### src/rtl/remap_pkg.sv
package remap_pkg;
  localparam int PAGE_SHIFT = 12;
  localparam int FRAME_W    = 19;

  localparam logic [3:0] OFF_CFG   = 4'h0;
  localparam logic [3:0] OFF_EADDR = 4'h4;
  localparam logic [3:0] OFF_EDATA = 4'h8;

  typedef struct packed {
    logic               vld;
    logic [FRAME_W-1:0] frame;
  } entry_t;
endpackage

### src/rtl/remap_table.sv
module remap_table
  import remap_pkg::*;
#(
  parameter int PAGE_COUNT = 32,
  parameter int IDX_W      = 5
) (
  input  logic             clk,
  input  logic             rst_n,
  input  logic             we,
  input  logic [IDX_W-1:0] widx,
  input  entry_t           wdata,
  input  logic [IDX_W-1:0] ridx_a,
  output entry_t           rdata_a,
  input  logic [IDX_W-1:0] ridx_b,
  output entry_t           rdata_b
);
  entry_t ent_q [PAGE_COUNT];

  for (genvar gi = 0; gi < PAGE_COUNT; gi++) begin : g_ent
    logic ld;
    assign ld = we && (widx == IDX_W'(gi));
    always_ff @(posedge clk or negedge rst_n) begin
      if (!rst_n)  ent_q[gi] <= '0;
      else if (ld) ent_q[gi] <= wdata;
    end
  end

  always_comb begin
    rdata_a = '0;
    rdata_b = '0;
    for (int i = 0; i < PAGE_COUNT; i++) begin
      if (ridx_a == IDX_W'(i)) rdata_a = ent_q[i];
      if (ridx_b == IDX_W'(i)) rdata_b = ent_q[i];
    end
  end

  AST_UNMAP_CLEARS: assert property (@(posedge clk) disable iff (!rst_n) (we && wdata == '0) |=> (rdata_a == '0 || ridx_a != $past(widx)));
endmodule

### src/rtl/remap_regs.sv
module remap_regs
  import remap_pkg::*;
#(
  parameter logic [31:0] WIN_BASE   = 32'h4000_0000,
  parameter int          PAGE_COUNT = 32,
  parameter int          IDX_W      = 5
) (
  input  logic             clk,
  input  logic             rst_n,
  input  logic             reg_we,
  input  logic [3:0]       reg_addr,
  input  logic [31:0]      reg_wdata,
  output logic [31:0]      reg_rdata,
  input  entry_t           ent_rd,
  output logic             en,
  output logic [IDX_W-1:0] idx,
  output logic             tab_we,
  output entry_t           tab_wdata
);
  localparam logic [32:0] WIN_LO = {1'b0, WIN_BASE};
  localparam logic [32:0] WIN_HI = WIN_LO + 33'(PAGE_COUNT) * 33'd4096 - 33'd1;

  logic             en_q, en_d, en_ld;
  logic [IDX_W-1:0] idx_q, idx_d;
  logic             idx_ld, wr_in_win;
  logic [31:0]      wr_off;

  assign wr_in_win = ({1'b0, reg_wdata} >= WIN_LO) && ({1'b0, reg_wdata} <= WIN_HI);
  assign wr_off    = reg_wdata - WIN_BASE;

  always_comb begin
    en_ld  = reg_we && (reg_addr == OFF_CFG);
    en_d   = reg_wdata[0];
    idx_ld = reg_we && (reg_addr == OFF_EADDR) && wr_in_win;
    idx_d  = wr_off[PAGE_SHIFT +: IDX_W];
  end

  always_ff @(posedge clk or negedge rst_n) begin
    if (!rst_n) begin
      en_q  <= 1'b0;
      idx_q <= '0;
    end else begin
      if (en_ld)  en_q  <= en_d;
      if (idx_ld) idx_q <= idx_d;
    end
  end

  assign en        = en_q;
  assign idx       = idx_q;
  assign tab_we    = reg_we && (reg_addr == OFF_EDATA);
  assign tab_wdata = '{vld: reg_wdata[31], frame: reg_wdata[30:PAGE_SHIFT]};

  always_comb begin
    unique case (reg_addr)
      OFF_CFG:   reg_rdata = {31'b0, en_q};
      OFF_EADDR: reg_rdata = WIN_BASE + {{(32-IDX_W-PAGE_SHIFT){1'b0}}, idx_q, {PAGE_SHIFT{1'b0}}};
      OFF_EDATA: reg_rdata = {ent_rd.vld, ent_rd.frame, {PAGE_SHIFT{1'b0}}};
      default:   reg_rdata = '0;
    endcase
  end

  AST_EADDR_HOLD: assert property (@(posedge clk) disable iff (!rst_n) (reg_we && reg_addr == OFF_EADDR && !wr_in_win) |=> $stable(idx_q));
  AST_CFG_TAKES: assert property (@(posedge clk) disable iff (!rst_n) (reg_we && reg_addr == OFF_CFG) |=> (en_q == $past(reg_wdata[0])));
endmodule

### src/rtl/remap_lookup.sv
module remap_lookup
  import remap_pkg::*;
#(
  parameter logic [31:0] WIN_BASE   = 32'h4000_0000,
  parameter int          PAGE_COUNT = 32,
  parameter int          IDX_W      = 5
) (
  input  logic             clk,
  input  logic             rst_n,
  input  logic             en,
  input  logic             req_valid,
  input  logic [31:0]      req_addr,
  input  logic [11:0]      req_len,
  output logic [IDX_W-1:0] lk_idx,
  input  entry_t           lk_ent,
  output logic             rsp_valid,
  output logic             rsp_hit,
  output logic             rsp_fault,
  output logic [31:0]      rsp_addr
);
  localparam logic [32:0] WIN_LO = {1'b0, WIN_BASE};
  localparam logic [32:0] WIN_HI = WIN_LO + 33'(PAGE_COUNT) * 33'd4096 - 33'd1;

  logic [32:0] last_b;
  logic [31:0] off;
  logic        in_win, hit_d, fault_d;
  logic [31:0] addr_d;
  logic        vld_q, hit_q, fault_q;
  logic [31:0] addr_q;

  always_comb begin
    last_b  = {1'b0, req_addr} + {21'b0, req_len};
    in_win  = ({1'b0, req_addr} >= WIN_LO) && (last_b <= WIN_HI);
    off     = req_addr - WIN_BASE;
    lk_idx  = off[PAGE_SHIFT +: IDX_W];
    hit_d   = req_valid && in_win && en && lk_ent.vld;
    fault_d = req_valid && !hit_d;
    addr_d  = hit_d ? {1'b0, lk_ent.frame, req_addr[PAGE_SHIFT-1:0]} : '0;
  end

  always_ff @(posedge clk or negedge rst_n) begin
    if (!rst_n) begin
      vld_q   <= 1'b0;
      hit_q   <= 1'b0;
      fault_q <= 1'b0;
      addr_q  <= '0;
    end else begin
      vld_q   <= req_valid;
      hit_q   <= hit_d;
      fault_q <= fault_d;
      addr_q  <= addr_d;
    end
  end

  assign rsp_valid = vld_q;
  assign rsp_hit   = hit_q;
  assign rsp_fault = fault_q;
  assign rsp_addr  = addr_q;

  AST_RSP_FOLLOWS: assert property (@(posedge clk) disable iff (!rst_n) req_valid |=> rsp_valid);
  AST_NO_STRAY_RSP: assert property (@(posedge clk) disable iff (!rst_n) !req_valid |=> (!rsp_valid && !rsp_hit && !rsp_fault));
  AST_ONE_OUTCOME: assert property (@(posedge clk) disable iff (!rst_n) rsp_valid |-> (rsp_hit != rsp_fault));
  AST_OFFSET_KEPT: assert property (@(posedge clk) disable iff (!rst_n) req_valid |=> (!rsp_hit || rsp_addr[11:0] == $past(req_addr[11:0])));
  AST_OFF_FAULTS: assert property (@(posedge clk) disable iff (!rst_n) (req_valid && !en) |=> rsp_fault);
  AST_FAULT_ZERO: assert property (@(posedge clk) disable iff (!rst_n) rsp_fault |-> (rsp_addr == '0));
endmodule

### src/rtl/remap_aperture.sv
module remap_aperture
  import remap_pkg::*;
#(
  parameter logic [31:0] WIN_BASE   = 32'h4000_0000,
  parameter int          PAGE_COUNT = 32
) (
  input  logic        clk,
  input  logic        rst_n,
  input  logic        reg_we,
  input  logic [3:0]  reg_addr,
  input  logic [31:0] reg_wdata,
  output logic [31:0] reg_rdata,
  input  logic        req_valid,
  input  logic [31:0] req_addr,
  input  logic [11:0] req_len,
  output logic        rsp_valid,
  output logic        rsp_hit,
  output logic        rsp_fault,
  output logic [31:0] rsp_addr
);
  localparam int IDX_W = (PAGE_COUNT > 1) ? $clog2(PAGE_COUNT) : 1;

  logic             en;
  logic [IDX_W-1:0] sel_idx, lk_idx;
  logic             tab_we;
  entry_t           tab_wdata, ent_sel, ent_lk;

  remap_regs #(.WIN_BASE(WIN_BASE), .PAGE_COUNT(PAGE_COUNT), .IDX_W(IDX_W)) u_regs (
    .clk(clk), .rst_n(rst_n), .reg_we(reg_we), .reg_addr(reg_addr),
    .reg_wdata(reg_wdata), .reg_rdata(reg_rdata), .ent_rd(ent_sel),
    .en(en), .idx(sel_idx), .tab_we(tab_we), .tab_wdata(tab_wdata)
  );

  remap_table #(.PAGE_COUNT(PAGE_COUNT), .IDX_W(IDX_W)) u_table (
    .clk(clk), .rst_n(rst_n), .we(tab_we), .widx(sel_idx), .wdata(tab_wdata),
    .ridx_a(sel_idx), .rdata_a(ent_sel), .ridx_b(lk_idx), .rdata_b(ent_lk)
  );

  remap_lookup #(.WIN_BASE(WIN_BASE), .PAGE_COUNT(PAGE_COUNT), .IDX_W(IDX_W)) u_lookup (
    .clk(clk), .rst_n(rst_n), .en(en), .req_valid(req_valid), .req_addr(req_addr),
    .req_len(req_len), .lk_idx(lk_idx), .lk_ent(ent_lk), .rsp_valid(rsp_valid),
    .rsp_hit(rsp_hit), .rsp_fault(rsp_fault), .rsp_addr(rsp_addr)
  );
endmodule

### config.mk
export PLATFORM = sky130hd
export DESIGN_NAME = remap_aperture
export DESIGN_NICKNAME = d
export VERILOG_FILES = /design/src/rtl/remap_pkg.sv /design/src/rtl/remap_table.sv /design/src/rtl/remap_regs.sv /design/src/rtl/remap_lookup.sv /design/src/rtl/remap_aperture.sv
export SDC_FILE = /design/constraint.sdc
export NUM_CORES = 1
export LEC_CHECK = 0
export BUFFER_PORTS_ARGS = -buffer_cell sky130_fd_sc_hd__buf_2
export CORE_AREA = 2 2 287 289
export CTS_CLUSTER_DIAMETER = 60
export CTS_CLUSTER_SIZE = 14
export DETAILED_ROUTE_END_ITERATION = 7
export DIE_AREA = 0 0 289 291
export PLACE_DENSITY = 0.69
export SLEW_MARGIN = 40
export SYNTH_ARGS = -nofsm -noshare
export SYNTH_HDL_FRONTEND = slang
export SYNTH_HIERARCHICAL = 1
export SYNTH_SLANG_ARGS = --single-unit
### constraint.sdc
create_clock -name clk -period 2.9 [get_ports clk]
set_input_delay 0.58 -clock clk [delete_from_list [all_inputs] [get_ports clk]]
set_output_delay 0.58 -clock clk [all_outputs]
set_load 0.01 [all_outputs]
==> impl_metrics.py <==
metrics = {
    "run_status": {
        "run_status": "finished, violations left",
        "failed_checks": "DRC, setup timing",
    },
    "floorplanning": {
        "initial_core_util": 0.496,
        "floorplan.die.height_um": 291,
        "die_w_um": 289,
        "core_area_mm2": 0.0812,
        "ios": 151,
        "dieArea_mm2": 0.0841,
        "fp-row-count": 105,
    },
    "route": {
        "wl_um": 214000,
        "drcViolationCount": 18,
        "wl_per_cell_um": 37.2,
        "avgViaCountPerCell": 7.06,
        "ant_nets": 0,
        "first_iter_violations": 5785,
        "vias": 40600,
        "dr.pass1.iters": 8,
    },
    "global_routing": {
        "grt_max_degree": 91,
        "gr-total-overflow": 0,
        "grt_pass1_vias": 39100,
        "grt_first_pass_wirelength_um": 296000,
        "grtUsageTotal": 0.498,
        "grt_antenna_before_repair": 8,
    },
    "placed_design": {
        "gp_congestion": 1.09,
        "io_buffers": 127,
        "place_area_mm2": 0.0478,
        "dp_hpwl_um": 155000,
        "dp_slack_ns": -1.16,
    },
    "clock_network": {
        "path_clk_slew_ns": 0.06,
        "clock_latency_ns": 0.65,
        "cts_max_path_buffers": 3,
        "cts.sinks": 680,
        "ctsHtreeMaxLevel": 3,
        "cts_root_buffer": "clkbuf_16",
        "numCtsBuffers": 75,
        "cts_tree": "yes",
    },
    "synthesis": {
        "ys_seq_area_frac": 0.422,
        "async_flop_share": 1.00,
        "synth_cell_types": 94,
        "yosysWarnings": 6,
        "synth_area_mm2": 0.0403,
        "synth_edf_count": 0,
        "ys_ff_latch": 680,
        "synth_cells": 3914,
        "syn_area_per_cell_um2": 10.3,
        "synthFlopType": "dfrtp_1",
    },
    "setup_path": {
        "critical_path_class": "reg2out",
        "crit_arrival_ns": 3.34,
        "start_kind": "register",
        "path_delay_family": "compound AO/OA/AOI/OAI gates",
        "crit_slowest_cell": "dfrtp_4",
        "cp_max_fo": 7,
        "required_ns": 2.32,
        "path_cells": "buf_4 > nor3b_4 > buf_4 > a21oi_1 > o21a_1 > o211ai_1 > a221oi_1 > buf_4 > o21ai_2 > a22o_1 > buf_2",
        "cp-end-kind": "primary output",
        "crit_top_cell": "buf_4",
        "critPathMaxStageDelay_ns": 0.56,
        "critPathBufInv": 4,
    },
    "layout": {
        "layout-drive-gt1-share": 0.461,
        "layout_common_cells": "buf_4, mux2_2, dfrtp_1",
        "final_common_cell": "buf_4",
        "design_area_mm2": 0.0529,
        "areaGrowthSynthToFinish_pct": 31.2,
        "nets": 4731,
    },
    "timing": {
        "fin_crit_sh": 1.35,
        "tightest_slew_ns": 0.974,
        "rsz0062_at_grt": "true",
        "clock.fmax_mhz": 255,
        "drv_slew": 0,
        "finalHoldViolCount": 0,
        "setup-violations-final": 53,
        "skew_ns": 0.0301,
        "setup_slack_ns": -1.02,
        "period_needed_ns": 3.92,
        "slew_headroom": 0.349,
    },
    "power_and_ir_drop": {
        "ir_drop_mv": 0.551,
        "finalPower_mw": 22.7,
        "leakage_nw": 24.4,
        "powerDensity_mw_per_mm2": 430,
    },
    "min_path": {
        "hold_path_class": "in2reg",
    },
    "job": {
        "max-cap-violations": 0,
    },
}
## routing by layer
layer / global-route usage / routed length (um) / share of wire / vias to the layer above
met5: 0 / 54 / 0.00025 / -
met1: 0.619 / 77100 / 0.36 / 20100
met2: 0.722 / 88600 / 0.41 / 3296
met4: 0.406 / 23000 / 0.11 / 8
li1: - / - / - / 16100
met3: 0.135 / 25300 / 0.12 / 1149
## where the power goes
part | total (mW) | internal, mW | switching [mW]
Clock | 10.1 | 5.56 | 4.51
Sequential | 9.65 | 9.56 | 0.0896
Combinational | 3.02 | 1.11 | 1.91
Total | 22.7 | 16.2 | 6.51
## logic make-up (layout without fill, tap and decap cells)
logic type | count (synthesis) | after routing | share of synthesized area
buffers and inverters | 420 | 1177 | 0.0506
XOR/XNOR | 1 | 1 | 0.000217
AO/OA/AOI/OAI | 1111 | 1111 | 0.178
other | 2 | 17 | 0.000186
multiplexers | 883 | 883 | 0.247
AND/OR/NAND/NOR | 804 | 804 | 0.0982
adder cells (fa/ha/maj) | 13 | 13 | 0.00422
flip-flops | 680 | 680 | 0.422
## path summary, 6_finish.rpt
kind | cells after the start | end | slack (ns) | start
setup / recovery | 11 | reg_rdata[14] | -1.02 | u_regs/idx[1]
hold / removal | 1 | u_lookup/rsp_valid | 0.07 | req_valid
setup reg to reg | 13 | u_lookup/rsp_addr[0] | -0.29 | u_table/ent_q[499]
hold reg to reg | 1 | u_table/ent_q[512] | 0.53 | u_table/ent_q[512]
max in group asynchronous | 3 | u_table/ent_q[392] | 1.50 | rst_n
min in group asynchronous | 2 | u_table/ent_q[102] | 0.48 | rst_n
## through the flow
stage          TNS [ns]   util  instances  hold WS [ns]
3_3_place_gp     -44.72  0.589       5557         0.503
3_5_place_dp     -48.02  0.589       5558         0.511
4_1_cts          -25.92  0.644       5732        0.0610
6_report         -26.89  0.651       5756        0.0699
5_1_grt          -28.91  0.651       5752        0.0815
2_1_floorplan     -8.34      -       3924         0.284
## sequential cells by signal (all words and copies together), names as in the netlist
register / cells
u_lookup/rsp_hit: 1
u_lookup/rsp_fault: 1
u_table/ent_q: 640
u_lookup/rsp_addr: 31
u_regs/en: 1
u_regs/idx: 5
u_lookup/rsp_valid: 1
## worst reg2reg max path, cell delays in order, from the launching register on
cell and delay [ns]:
dfrtp_2 0.42, mux2_4 0.17, nand2_2 0.05, a221oi_2 0.27
nor3_2 0.12, o31ai_4 0.41, nand4_1 0.23, a2111oi_2 0.31
mux2i_1 0.14, nor4_1 0.31, a41o_2 0.33, buf_6 0.12
buf_6 0.12, and2_4 0.15
## cell type report
| cell class | count | area, um2 |
|---|---|---|
| Clock inverter | 39 | 487 |
| Multi-Input combinational cell | 2824 | 22600 |
| Clock buffer | 85 | 2020 |
| Timing Repair Buffer | 1028 | 9260 |
| Fill cell | 6555 | 28300 |
| Antenna cell | 5 | 12.5 |
| Tap cell | 1070 | 1340 |
| Sequential cell | 680 | 17000 |
| Inverter | 25 | 98.8 |
## timing repair
item	CTS	global route
endpoints found under the setup margin	53	53
endpoints found under the hold margin	38	0
pin swaps	76	61
gates resized for setup	333	117
cloned	13	4
hold buffers	1	0
setup buffers	43	24
## synth_stat cells (all sizes together), types with 45 or more instances
cell,count,area (um2)
a221oi,48,420
mux2,699,7870
o211ai,45,338
nor3,49,265
nand3,46,235
clkbuf,194,729
a21oi,289,1460
a211oi,47,358
dfrtp,680,17000
mux2i,166,1660
nand2,232,871
nor2b,56,350
buf,201,1220
and2,56,352
nor2,225,877
o21ai,251,1260
o22ai,119,744
Note: power is estimated with default switching activity, not from simulation.
